### src/rtl/fp_pkg.sv
package fp_pkg;

    typedef enum logic {
        ROLE_MASTER  = 1'b0,
        ROLE_STANDBY = 1'b1
    } role_e;

    typedef enum logic [1:0] {
        EVT_IDLE  = 2'd0,
        EVT_MATCH = 2'd1,
        EVT_MISS  = 2'd2
    } sync_evt_e;

    typedef struct packed {
        logic remote_sync;
        logic local_pulse;
    } phase_obs_t;

    function automatic sync_evt_e classify(input phase_obs_t obs);
        if (obs.remote_sync && obs.local_pulse)      return EVT_MATCH;
        else if (obs.remote_sync || obs.local_pulse) return EVT_MISS;
        else                                         return EVT_IDLE;
    endfunction

endpackage

### src/rtl/frame_divider.sv
module frame_divider
    import fp_pkg::*;
#(
    parameter int DIV_RATIO = 19440,
    localparam int CW = $clog2(DIV_RATIO)
) (
    input  logic          clk,
    input  logic          rst,
    input  role_e         role,
    input  logic          remote_sync,
    output logic [CW-1:0] phase_o,
    output logic          pulse_o
);
    localparam logic [CW-1:0] LAST = CW'(DIV_RATIO - 1);
    localparam logic [CW-1:0] ONE  = CW'(1);

    logic [CW-1:0] phase_q;
    logic          rephase;

    assign rephase = (role == ROLE_STANDBY) && remote_sync;

    always_ff @(posedge clk) begin
        if (rst)                 phase_q <= LAST;
        else if (rephase)        phase_q <= ONE;
        else if (phase_q == LAST) phase_q <= '0;
        else                     phase_q <= phase_q + ONE;
    end

    assign phase_o = phase_q;
    assign pulse_o = (phase_q == '0);

    // a standby sync sets the phase to one
    a_r4_sync_rephase: assert property (@(posedge clk) disable iff (rst)
        rephase |=> (phase_q == ONE));
    // phase wraps to zero after the last count unless re-phased
    a_r2_wrap: assert property (@(posedge clk) disable iff (rst)
        (phase_q == LAST && !rephase) |=> (phase_q == '0));
    // phase never leaves its range
    a_r2_range: assert property (@(posedge clk) disable iff (rst)
        phase_q <= LAST);
endmodule

### src/rtl/align_monitor.sv
module align_monitor
    import fp_pkg::*;
#(
    parameter int ALIGN_NEEDED = 3,
    localparam int MW = $clog2(ALIGN_NEEDED + 1)
) (
    input  logic  clk,
    input  logic  rst,
    input  role_e role,
    input  logic  remote_sync,
    input  logic  local_pulse,
    output logic  aligned_o
);
    localparam logic [MW-1:0] FULL = MW'(ALIGN_NEEDED);

    phase_obs_t    obs;
    sync_evt_e     evt;
    logic [MW-1:0] run_q;

    assign obs = '{remote_sync: remote_sync, local_pulse: local_pulse};
    assign evt = classify(obs);

    always_ff @(posedge clk) begin
        if (rst || role == ROLE_MASTER) begin
            run_q <= '0;
        end else begin
            unique case (evt)
                EVT_MATCH: if (run_q != FULL) run_q <= run_q + MW'(1);
                EVT_MISS:  run_q <= '0;
                default:   run_q <= run_q;
            endcase
        end
    end

    assign aligned_o = (run_q == FULL);

    // any mismatch in standby drops the flag
    a_r7_mismatch_clears: assert property (@(posedge clk) disable iff (rst)
        (role == ROLE_STANDBY && (remote_sync != local_pulse)) |=> !aligned_o);
    // master role keeps the flag low
    a_r8_master_low: assert property (@(posedge clk) disable iff (rst)
        (role == ROLE_MASTER) |=> !aligned_o);
    // continued matches keep the flag set
    a_r9_hold: assert property (@(posedge clk) disable iff (rst)
        (aligned_o && role == ROLE_STANDBY && remote_sync && local_pulse) |=> aligned_o);
    // the flag only rises right after a matching event
    a_r6_rise_after_match: assert property (@(posedge clk) disable iff (rst)
        $rose(aligned_o) |-> $past(remote_sync && local_pulse));
endmodule

### src/rtl/framepulse_gen.sv
module framepulse_gen
    import fp_pkg::*;
#(
    parameter int DIV_RATIO    = 19440,
    parameter int ALIGN_NEEDED = 3,
    localparam int CW = $clog2(DIV_RATIO)
) (
    input  logic clk,
    input  logic rst,
    input  logic standby_i,
    input  logic remote_sync_i,
    output logic frame_pulse_o,
    output logic aligned_o
);
    role_e         role;
    logic [CW-1:0] phase;
    logic          pulse;

    assign role = standby_i ? ROLE_STANDBY : ROLE_MASTER;

    frame_divider #(.DIV_RATIO(DIV_RATIO)) u_div (
        .clk         (clk),
        .rst         (rst),
        .role        (role),
        .remote_sync (remote_sync_i),
        .phase_o     (phase),
        .pulse_o     (pulse)
    );

    align_monitor #(.ALIGN_NEEDED(ALIGN_NEEDED)) u_mon (
        .clk         (clk),
        .rst         (rst),
        .role        (role),
        .remote_sync (remote_sync_i),
        .local_pulse (pulse),
        .aligned_o   (aligned_o)
    );

    assign frame_pulse_o = pulse;

    // the frame pulse is one clock wide
    a_r2_one_wide: assert property (@(posedge clk) disable iff (rst)
        frame_pulse_o |=> !frame_pulse_o);
    // outputs quiet during reset
    always_comb begin
        if (rst && phase != '0) begin
            a_r1_quiet_in_reset: assert (!aligned_o || !rst);
        end
    end
endmodule

### config.mk
export PLATFORM = sky130hd
export DESIGN_NAME = framepulse_gen
export DESIGN_NICKNAME = d
export VERILOG_FILES = /design/src/rtl/fp_pkg.sv /design/src/rtl/frame_divider.sv /design/src/rtl/align_monitor.sv /design/src/rtl/framepulse_gen.sv
export SDC_FILE = /design/constraint.sdc
export NUM_CORES = 1
export LEC_CHECK = 0
export ABC_AREA = 1
export BUFFER_PORTS_ARGS = -buffer_cell sky130_fd_sc_hd__buf_2
export CORE_MARGIN = 10
export CORE_UTILIZATION = 59
export DETAILED_ROUTE_END_ITERATION = 8
export PLACE_DENSITY = 0.75
export SYNTH_ARGS = -nofsm -noshare
export SYNTH_HDL_FRONTEND = slang
export SYNTH_HIERARCHICAL = 1
export SYNTH_SLANG_ARGS = --single-unit
### constraint.sdc
create_clock -name clk -period 2.3 [get_ports clk]
set_clock_uncertainty 0.15 [all_clocks]
set_input_delay 0.46 -clock clk [delete_from_list [all_inputs] [get_ports clk]]
set_output_delay 0.46 -clock clk [all_outputs]
set_load 0.01 [all_outputs]
==> results.yml <==
routing:
  finalWirelength_um: 2173
  dr_total_vias: 989
  viasPerCell: 4.945
  dr.pass1.iters: 4
  first_iter_violations: 33
  drc: 0
  wl_per_cell_um: 10.87
  drtAntennaViolNets: 0
worst_hold_path:
  whs_path_depth: 4
  min_to: "u_mon/run_q[1]"
  min-delay-start: "rst"
  hp-class: "in2reg"
power:
  power_frac_seq_pct: 54.2
  p_int_uw: 420.0
  ir_drop_uv: 363.5
  p_clk_share_pct: 26.2
  comb_power_share_pct: 19.6
  p_per_area_nw_per_um2: 523.8
  p_leak_nw: 0.6189
  p_sw_share_pct: 31.96
  power_uw: 617.4
  power_switching_uw: 197.3
global_route:
  grt_max_degree: 12
  antenna_found_initial: 0
  grt-ovfl-total: 0
  grt_usage_pct: 11.58
  grt_pass1_vias: 939
  grt_pass1_wl_um: 3919
sta:
  final-max-slew-violation-count: 0
  timing.final.crit_period_ps: 2116
  fin_crit_sh_pct: 91.98
  rsz0062_at_grt: "false"
  tightestPinTransition_ps: 355.0
  max_slew_margin_pct: 76.31
  setup_ws_ps: 184.4
  report.final.hold_viol_count: 0
  max_freq_mhz: 472.7
  finalSetupViolations: 0
  hold_slack_ps: 272.0
  timing.setup.tns_ps: 0
final_layout:
  final_design_area_no_fill_um2: 1179
  n_antenna_cell: 0
  final_core_util_pct: 67.53
  area_growth_pct: 7.289
  stdcell_count: 200
  n_fill_cell: 176
  register_area_um2: 340.3
  finalNetCount: 186
  layout-drive-gt1-share_pct: 13.14
  multi_input_area_um2: 656.9
worst_setup_path:
  path_class: "reg2out"
  reg2reg_from: "u_div/phase_o[0]"
  cp-end-kind: "output pin"
  path_buf_inv: 2
  required_ps: 1690
  slowest_delay_ps: 350
  r2r_slack_ps: 420
  path_max_fanout: 4
  start_kind: "flop"
  ff2ff_path_depth: 11
  r2r-end: "u_mon/run_q[0]"
  crit_arrival_ps: 1510
  cp_top_family: "simple AND/OR/NAND/NOR gates"
  cpMaxStageDelayCell: "dfxtp_1"
  crit_chain: "inv_1 > ha_1 > nand4_1 > nor3_1 > buf_2"
die:
  io_pins: 6
  start_util_pct: 62.94
  die_y_um: 63.15
  core_area_um2: 1745
  die-area_um2: 3988
  die_w_um: 63.15
  row_count: 15
clocking:
  postCtsHoldBufs: 0
  cts.repair.resized: 0
  cts_buffers: 3
  cts_root_buf: "clkbuf_4"
  clock_path_buffers: 2
  cts_setup_buffers: 0
  cts.sinks: 17
  path_clk_slew_ps: 100
  cts-htree-levels: 1
  cts_tree: "yes"
  clock_latency_ps: 290
synthesis:
  synth_mux_area_share_pct: 0
  synthXorXnorAreaFrac_pct: 4.784
  synth.top_cell.area_share_pct: 30.98
  synth_top_family_by_area: "simple AND/OR/NAND/NOR gates"
  synth_compound_area_share_pct: 2.620
  synthTopCellsByArea: "dfxtp_1, nand2_1, inv_1"
  synthTopCellsByCount: "nand2_1, inv_1, dfxtp_1"
  ys_ff_latch: 17
  synth-simple-area-share_pct: 45.56
  synth_edf_count: 0
  yosysSeqAreaShare_pct: 30.98
  netlist.top_cell.by_area: "dfxtp_1"
  yosys.area_share.adder_pct: 6.834
  synthArstFlopShare_pct: 0
  syn_area_um2: 1099
  synth_most_common_cell: "nand2_1"
  syn_nets: 177
  syn_area_per_cell_um2: 6.578
  synth_cell_types: 20
  yosysWarnings: 6
  synth-main-ff-cell: "dfxtp_1"
  syn_inst: 167
flow_run:
  maxCapViolCount: 0
placed_design:
  port-buffer-count: 5
  place_hpwl_um: 1726
  gp_congestion: 0.9292
  place_inst: 196
  placed_area_um2: 1151
  post-place-ws_ps: 432.3
outcome:
  outcome: "finished, final reports clean"
worst max-delay path by stage:
| stage | start | to | cells after the start |
|---|---|---|---|
| after floorplan | u_div/phase_o[0] | u_mon/run_q[1] | 11 |
| after global placement | u_div/phase_o[0] | u_mon/run_q[1] | 11 |
| after detailed placement | u_div/phase_o[0] | u_mon/run_q[0] | 11 |
| after CTS | u_div/phase_o[0] | frame_pulse_o | 5 |
| after global routing | u_div/phase_o[12] | frame_pulse_o | 6 |
| final | u_div/phase_o[0] | frame_pulse_o | 5 |
power by group through the flow:
stage | Clock [mW] | Sequential (mW) | Combinational (mW)
CTS | 0.167 | 0.334 | 0.122
detailed placement | 0 | 0.341 | 0.121
global route | 0.177 | 0.337 | 0.138
finish | 0.162 | 0.334 | 0.121
global placement | 0 | 0.340 | 0.118
floorplan | 0 | 0.336 | 0.0995
cell usage in the layout, fill, tap and decap left out:
| cell | count |
|---|---|
| nand4_1 | 6 |
| xor2_1 | 6 |
| nand2_2 | 1 |
| inv_1 | 25 |
| dfxtp_1 | 17 |
| o21ai_0 | 2 |
| clkbuf_4 | 3 |
| nor2_2 | 4 |
| or2_2 | 1 |
| o21ai_2 | 1 |
| nor2_1 | 15 |
| nor2_8 | 1 |
| buf_2 | 5 |
| a21oi_1 | 2 |
| nand2_4 | 2 |
| nor3_1 | 2 |
| nor2_4 | 3 |
| nand3_1 | 13 |
| nand2_1 | 58 |
| inv_2 | 1 |
| clkinv_2 | 1 |
| ha_1 | 6 |
registers in the layout, indices dropped and copies added (netlist names):
name	count
u_mon/run_q	2
u_div/phase_o	15
logic make-up after synthesis:
kind of cell | Yosys count
AO/OA/AOI/OAI | 5
XOR/XNOR | 6
adder cells (fa/ha/maj) | 6
buffers and inverters | 27
flip-flops | 17
AND/OR/NAND/NOR | 106
cell type report:
class / instances / area share [%]
clock buffers: 3 / 1.911
clock inverters: 1 / 0.4246
inverters: 26 / 8.280
multi-input cells: 123 / 55.73
flip-flops and latches: 17 / 28.87
well taps: 25 / 2.654
repair buffers: 5 / 2.123
layer usage:
layer  GRT usage [%]  vias to the layer above  wire length (um)  share of wire, %
li1                -                      527                 -                 -
met2           19.92                       16              1024                47
met1           13.54                      444              1032                47
met4           3.911                        0                13              0.60
met3           2.827                        2               102               4.7
met5               0                        -                 0                 0
worst min-delay path, stage by stage:
cell and delay [ps]:
buf_2 90, nor2_1 50, nand2_1 50, nor2_1 30
No activity file was read; power rests on OpenSTA's default activity.
